### src/rtl/pix_lane_serializer.sv
module pix_lane_serializer #(
  parameter int CW = 8
) (
  input  logic          clk,
  input  logic          rst_n,
  input  logic [1:0]    link_sel,
  input  logic [CW-1:0] red,
  input  logic [CW-1:0] green,
  input  logic [CW-1:0] blue,
  input  logic          vsync,
  input  logic          hsync,
  input  logic          den,
  output logic          pclk_out,
  output logic [2:0]    lane_dat,
  output logic [2:0]    lane_en
);

  localparam int PW   = 3*CW + 3;
  localparam int FW   = PW + 3;
  localparam int HW   = FW / 2;
  localparam int TW   = CW + 2;
  localparam int H    = CW / 2;
  localparam int CNTW = $clog2(FW);

  function automatic logic [CNTW:0] flen(input logic [1:0] m);
    case (m)
      2'b01:   return (CNTW+1)'(HW);
      2'b10:   return (CNTW+1)'(TW);
      default: return (CNTW+1)'(FW);
    endcase
  endfunction

  function automatic logic [2:0] en_of(input logic [1:0] m);
    case (m)
      2'b00:   return 3'b001;
      2'b01:   return 3'b011;
      2'b10:   return 3'b111;
      default: return 3'b000;
    endcase
  endfunction

  logic [CNTW-1:0] cnt;
  logic [1:0]      mode;
  logic [PW-1:0]   hold;
  logic [FW-1:0]   sr0;
  logic [HW-1:0]   sr1;
  logic [TW-1:0]   sr2;
  logic            clk_q;
  logic [2:0]      en_q;

  logic [CNTW:0]   len_c, len_n;
  logic [CNTW-1:0] last_c;
  logic [CNTW:0]   half_c;
  logic            at_end;

  assign len_c  = flen(mode);
  assign len_n  = flen(link_sel);
  assign last_c = CNTW'(len_c - (CNTW+1)'(1));
  assign half_c = (len_c + (CNTW+1)'(1)) >> 1;
  assign at_end = (cnt == last_c);

  logic [CW-1:0] h_r, h_g, h_b;
  logic          h_vs, h_hs, h_de, par;

  assign h_r  = hold[PW-1 -: CW];
  assign h_g  = hold[PW-1-CW -: CW];
  assign h_b  = hold[PW-1-2*CW -: CW];
  assign h_vs = hold[2];
  assign h_hs = hold[1];
  assign h_de = hold[0];
  assign par  = ~^hold;

  always_ff @(posedge clk or negedge rst_n) begin
    if (!rst_n) begin
      cnt   <= '0;
      mode  <= 2'b00;
      hold  <= '0;
      en_q  <= 3'b000;
      clk_q <= 1'b1;
    end else if (at_end) begin
      cnt   <= '0;
      mode  <= link_sel;
      hold  <= {red, green, blue, vsync, hsync, den};
      en_q  <= en_of(link_sel);
      clk_q <= 1'b1;
    end else begin
      cnt   <= cnt + CNTW'(1);
      clk_q <= (({1'b0, cnt} + (CNTW+1)'(1)) < half_c);
    end
  end

  always_ff @(posedge clk or negedge rst_n) begin
    if (!rst_n) begin
      sr0 <= '0;
      sr1 <= '0;
      sr2 <= '0;
    end else if (at_end) begin
      case (link_sel)
        2'b00: begin
          sr0 <= {par, hold, 2'b00};
          sr1 <= '0;
          sr2 <= '0;
        end
        2'b01: begin
          sr0 <= {par, h_r, h_g[CW-1 -: H], h_vs, 1'b0, {(FW-HW){1'b0}}};
          sr1 <= {1'b0, h_g[H-1:0], h_b, h_hs, h_de};
          sr2 <= '0;
        end
        2'b10: begin
          sr0 <= {par, h_r, h_vs, {(FW-TW){1'b0}}};
          sr1 <= {1'b0, h_g, h_hs, {(HW-TW){1'b0}}};
          sr2 <= {1'b0, h_b, h_de};
        end
        default: begin
          sr0 <= '0;
          sr1 <= '0;
          sr2 <= '0;
        end
      endcase
    end else begin
      sr0 <= sr0 << 1;
      sr1 <= sr1 << 1;
      sr2 <= sr2 << 1;
    end
  end

  assign pclk_out = clk_q;
  assign lane_en  = en_q;
  assign lane_dat = en_q & {sr2[TW-1], sr1[HW-1], sr0[FW-1]};

  AST_EN_NEST_1: assert property (@(posedge clk) disable iff (!rst_n) lane_en[1] |-> lane_en[0]);
  AST_EN_NEST_2: assert property (@(posedge clk) disable iff (!rst_n) lane_en[2] |-> lane_en[1]);
  AST_RSV_QUIET: assert property (@(posedge clk) disable iff (!rst_n) (at_end && link_sel == 2'b11) |=> (lane_en == 3'b000 && lane_dat == 3'b000));
  AST_EN_HOLD: assert property (@(posedge clk) disable iff (!rst_n) !at_end |=> $stable(lane_en));
  AST_CLK_ALIGN: assert property (@(posedge clk) disable iff (!rst_n) $rose(pclk_out) |-> (cnt == '0));
  AST_CLK_HIGH_AT_START: assert property (@(posedge clk) disable iff (!rst_n) at_end |=> pclk_out);
  AST_CNT_BOUND: assert property (@(posedge clk) disable iff (!rst_n) cnt <= last_c);

endmodule

### config.mk
export PLATFORM = sky130hd
export DESIGN_NAME = pix_lane_serializer
export DESIGN_NICKNAME = d
export VERILOG_FILES = /design/src/rtl/pix_lane_serializer.sv
export SDC_FILE = /design/constraint.sdc
export NUM_CORES = 1
export LEC_CHECK = 0
export ABC_AREA = 1
export CELL_PAD_IN_SITES_DETAIL_PLACEMENT = 1
export CELL_PAD_IN_SITES_GLOBAL_PLACEMENT = 1
export CORE_ASPECT_RATIO = 2
export CORE_UTILIZATION = 39
export CTS_CLUSTER_SIZE = 10
export DETAILED_ROUTE_END_ITERATION = 12
export PLACE_DENSITY_LB_ADDON = 0.1
export SYNTH_ARGS = -nofsm -noshare
export SYNTH_HDL_FRONTEND = slang
export SYNTH_SLANG_ARGS = --single-unit
### constraint.sdc
create_clock -name clk -period 2.4 [get_ports clk]
set_clock_uncertainty 0.2 [all_clocks]
set_input_delay 0.48 -clock clk [delete_from_list [all_inputs] [get_ports clk]]
set_output_delay 0.48 -clock clk [all_outputs]
set_load 0.01 [all_outputs]
# == Word-level counts from Yosys, hierarchy flattened ==
# Index checks and enable logic that the tools add are counted.
# classes
add_sub_neg,4
n_mul,0
n_div,0
order_cmp,1
eq_ne,5
shifts,0
muxes,10
bitwise_logic,1
n_reduce_logical,2
# ops
op,count
$pmux 30 s3,1
$mux 30,1
$pmux 14 s2,1
$reduce_xnor 27->1,1
$mux 15,1
$mux 10,1
$pmux 5 s2,1
$mux 9,1
$pmux 3 s3,1
$add 5x1->6 const B,1
$add 6x1->6 const B,1
$lt 6x5->1,1
$add 5x1->5 const B,1
$eq 5x5->1,1
$mux 5,1
$sub 5x1->5 const B,1
$eq 2x1->1 const B,2
$eq 2x2->1 const B,2
$and 3x3->3,1
$logic_not 2->1,1
$mux 1,1
# totals
register_bits,93
latch_bits,0
mem_bits_rw,0
rom_bits,0
input_bits,31
output_inout_bits,7
elab_cells,31
mem_count,0

# == Longest topological paths before layout ==
# depth
word_depth,5
depth_mapped,13
mapped_depth_nobuf,13

# == Least setup slack after synthesis ==
# OpenSTA, ideal clock, no wires.
# synth_path
path_type,register -> register
from,reg mode[1]
to,reg hold[2]
setup_time_ps,116
arrival_time_ps,1905
required_ps,2084
setup_slack_ps,178
path_stages_with_launch,11
n_path_buf,2
period_less_slack_ps,2222
path_cell_list,dfrtp_1 > inv_1 > ha_1 > inv_1 > ha_1 > nor4_4 > nand2_2 > buf_2 > buf_2 > nand2_1 > nand2_1
# synth_between
elab_chain_cells,4
word_cells_on_any_way,5
classes_between,1 x add/sub; 3 x eq/ne; 1 x mux
# synth_rtl
item,line_no,source
"start, declared",43,logic [1:0] mode;
"start signal, assigned",82,mode <= link_sel;
$eq 2x2->1 or $eq 2x1->1 (tied branches),26,case (m)
$pmux 5 s2 *,26,
$sub 5x1->5 *,58,assign last_c = CNTW'(len_c - (CNTW+1)'(1));
$eq 5x5->1 *,60,assign at_end = (cnt == last_c);
"end signal, assigned",83,"hold <= {red, green, blue, vsync, hsync, den};"
"end, declared",44,logic [PW-1:0] hold;
# Every way passes the cells marked *; elsewhere a longest branch is shown, timed or not.
# A chain may end at the register's enable or synchronous reset.

# == Worst setup path after layout ==
# layout_path
from,reg mode[1]
to,reg sr0[29]
# layout_between
elab_chain_cells,5
word_cells_on_any_way,6
classes_between,1 x add/sub; 3 x eq/ne; 2 x mux
# layout_rtl
item,line_no,source
$eq 2x2->1 or $eq 2x1->1 (tied branches),26,
$pmux 5 s2 *,26,
$sub 5x1->5 *,58,
$eq 5x5->1 *,60,
$mux 30 *,97,end else if (at_end) begin
"end signal, assigned",100,"sr0 <= {par, hold, 2'b00};"
"end signal, assigned",105,"sr0 <= {par, h_r, h_g[CW-1 -: H], h_vs, 1'b0, {(FW-HW){1'b0}}};"
"end signal, assigned",110,"sr0 <= {par, h_r, h_vs, {(FW-TW){1'b0}}};"
"end, declared",45,logic [FW-1:0] sr0;
# Marked as above.

==> summary.txt <==
STA
  – Worst rel slew slack: between 70% and 80%
  – Fmax achieved: 436 MHz
  – Worst hold margin: approximately 0.25 ns
  – Final Max Tran Viols: 0
  – RSZ-0062 raised after global routing: false
  – Setup violations, final: 0
  – Final Hold Fails: 0
  – PnR worst setup slack: between 0.1 and 0.15 ns
  – Post-layout min period: approximately 2.3 ns
  – Worst-margin pin slew: roughly 0.41 ns
  – Period utilization: ~96%

GRT
  – Vias in the first global route: slightly below 4000
  – Met1 GRT Util: between 20% and 30%
  – Busiest grt layer: met2
  – GR Layer Usage met3: 3.13%
  – First-pass GRT wire length: 18400 um
  – Met2 Resource Use GR: roughly 42%
  – Largest net degree at the start of global routing: 40
  – Initial antenna violation count: 0
  – GRT Util Overall: between 20% and 30%
  – Congestion Overflow GR: 0

Pwr
  – Worst vdd ir: 0.497 mV
  – Clk network pwr share: between 20% and 30%
  – Sequential Power Share: between 30% and 40%
  – Sw Ratio: a little over two fifths
  – Leakage Power: roughly 2.7 nW
  – Share of total power in combinational logic: 45.9%
  – Tot Pwr: 7.36 mW
  – PwrDens: roughly 1400 nW/um^2
  – Cell-internal power: 4.24 mW
  – P_sw: around 3.1 mW

Clocking
  – H-tree levels: 3
  – CTS root buffer: clkbuf_16
  – Worst skew pair latency: about 0.35 ns
  – Number of buffers created by CTS: 9
  – CTS tree: built
  – CTS clock-pin slew for the worst setup and hold paths: 0.07 ns
  – Clock sink count: 91
  – CTS max path bufs: 2
  – Post-CTS Setup Bufs: 0

Place
  – DP HPWL: 8110 um
  – RePlAce Congestion: ~0.78
  – Placed cell areas: between 4000 and 5000 sq um
  – Pre-CTS WS: -0.0365 ns
  – # port buffers: 37

Finish
  – Fin util: about half
  – Fillers: approximately 1300
  – Antenna diodes: 0
  – Synth-to-layout area growth: 22.0%
  – Fin nets: approximately 620
  – Final instance area: roughly 5300 sq um
  – Layout cell share with drive strength beyond 1: around 7.6%

Min path
  – Hold endpoint: sr2[7]
  – Hold depth: 2
  – Hold Path Class: reg -> reg
  – Hold_sp: sr2[6]

Outcome
  – Outcome: completed

Floorplanning
  – Core footprint: 10800 sq um
  – Initial Util: around two fifths
  – Die height: 151 um
  – Chip width: between 70 and 80 um
  – Die Area: 11500 sq um
  – I/O pin count: 38
  – # rows: 54

Critical path
  – Reg-to-Reg End: sr0[29]
  – R2R cell count: 9
  – Worst reg-to-reg setup slack: 0.11 ns
  – Required time of the critical path: roughly 2.5 ns
  – Critical Path Sink Type: register
  – Startpoint Class: register
  – Setup Crit Path Kind: reg -> reg
  – CP Max Fanout: 7
  – Crit Reg-Reg Startpoint: mode[1]
  – Arr. time, crit path: about 2.4 ns

Synthesis
  – Net Count, Synth: between 500 and 600
  – Synth area leaders: dfrtp_1, nand2_1, inv_1
  – Area leader, netlist: dfrtp_1
  – Syn avg cell area: 8.26 sq um
  – Synth Cell Area: around 4300 sq um
  – Cell with the most instances after synthesis: nand2_1
  – Share of the synthesized area in the top cell type: a little over half
  – Post-synth EDFFs: 0
  – Post-synth top cells: nand2_1, dfrtp_1, inv_1
  – Synth Flop Type: dfrtp_1
  – Synth async-reset ratio: 100%
  – Post-synth cell types: 31
  – Cells after Synth: ~520
  – Yosys warns: 0
  – #FFs+latches synth: 91
  – Sequential-to-total area share from yosys stat: 52.8%

Route
  – Via count: ~3600
  – Via/cell ratio: about 5.0
  – DRT iter0 DRCs: 100
  – DR WL/cell: 15.2 um
  – Post-route ant nets: 0
  – DRC viols: 0
  – First drt pass iteration count: 4
  – WL final: 10900 um

Run
  – MaxCap Viol Count: 0
[sequential cells by signal (all words and copies together) (netlist names)]
register  cells
sr1          15
cnt           5
sr0          28
pclk_out      1
hold         27
mode          2
lane_en       3
sr2          10
[worst max-delay path, stage by stage (launching register included)]
cell     delay, ns
dfrtp_1       0.38
buf_4         0.14
ha_1          0.33
o22ai_1       0.10
a21oi_1       0.35
nand3_2       0.14
buf_4         0.20
a21oi_2       0.18
nand3_1       0.11
nand2_1       0.10
[repair_timing]
action | in CTS | in global routing
hold buffers | 1 | 0
endpoints found under the setup margin | 5 | 36
hold endpoints to repair | 27 | 0
gates resized for setup | 3 | 5
pin swaps | 0 | 1
cloned | 0 | 0
[area by class of cell]
| type | instances | area (sq um) | area share, % |
|---|---|---|---|
| well taps | 140 | 175 | 3.32 |
| clock inverters | 4 | 73.8 | 1.40 |
| flip-flops and latches | 91 | 2280 | 43.2 |
| repair buffers | 54 | 527 | 10.0 |
| clock buffers | 12 | 246 | 4.68 |
| multi-input cells | 353 | 1730 | 32.9 |
| inverters | 63 | 236 | 4.49 |
[cell usage in the layout, fill, tap and decap left out, drive strengths merged]
cell type / Yosys / routed
nand2: 205 / 205
dfrtp: 90 / 90
inv: 61 / 61
o21ai: 53 / 53
clkdlybuf4s50: 0 / 36
nor2: 27 / 27
buf: 9 / 17
ha: 13 / 13
clkbuf: 7 / 12
o31ai: 11 / 11
o22ai: 10 / 10
a22o: 9 / 9
nand3: 9 / 9
xnor2: 5 / 5
a21oi: 4 / 4
clkinv: 2 / 4
bufinv: 0 / 2
nor3: 2 / 2
nand4: 1 / 1
nor4: 1 / 1
a22oi: 1 / 1
xor2: 1 / 1
o21bai: 1 / 1
dlygate4sd3: 0 / 1
dfstp: 1 / 1
[kinds of logic after synthesis]
| family | share of synthesized area [%] |
|---|---|
| xor+xnor | 1.22 |
| flops | 52.8 |
| simple gates | 22.6 |
| fa+ha+maj | 3.77 |
| compound gates | 12.1 |
| buf+inv | 7.51 |
[power by group through the flow]
stage,clock network (mW),logic [mW],registers [mW]
2_1_floorplan,0,2.39,2.37
3_3_place_gp,0,3.22,2.45
3_5_place_dp,0,3.40,2.48
4_1_cts,1.56,3.44,2.46
5_1_grt,1.62,3.91,2.52
6_report,1.53,3.38,2.45
[metrics by stage]
stage | setup TNS [ns] | std cells
2_1_floorplan | 0 | 523
3_3_place_gp | -0.00311 | 700
3_5_place_dp | -0.0483 | 700
4_1_cts | 0 | 717
5_1_grt | 0 | 717
6_report | 0 | 717
[worst max path at each step]
stage / slack, ns / end / cells past startpoint / startpoint
global placement: -0.003 / sr0[29] / 8 / link_sel[0]
global route: 0.01 / sr0[29] / 10 / mode[1]
finish: 0.11 / sr0[29] / 9 / mode[1]
CTS: 0.05 / sr1[13] / 8 / mode[1]
floorplan: 0.18 / hold[2] / 10 / mode[1]
detailed placement: -0.04 / sr0[6] / 9 / mode[1]
[per-layer routing]
layer,vias to the layer above,part of all wire (%),routed length [um]
li1,1749,-,-
met1,1770,38,4150
met2,47,58,6290
met3,16,1.9,211
met4,0,2.0,220
met5,-,0,0
No activity file was read; power rests on OpenSTA's default activity.
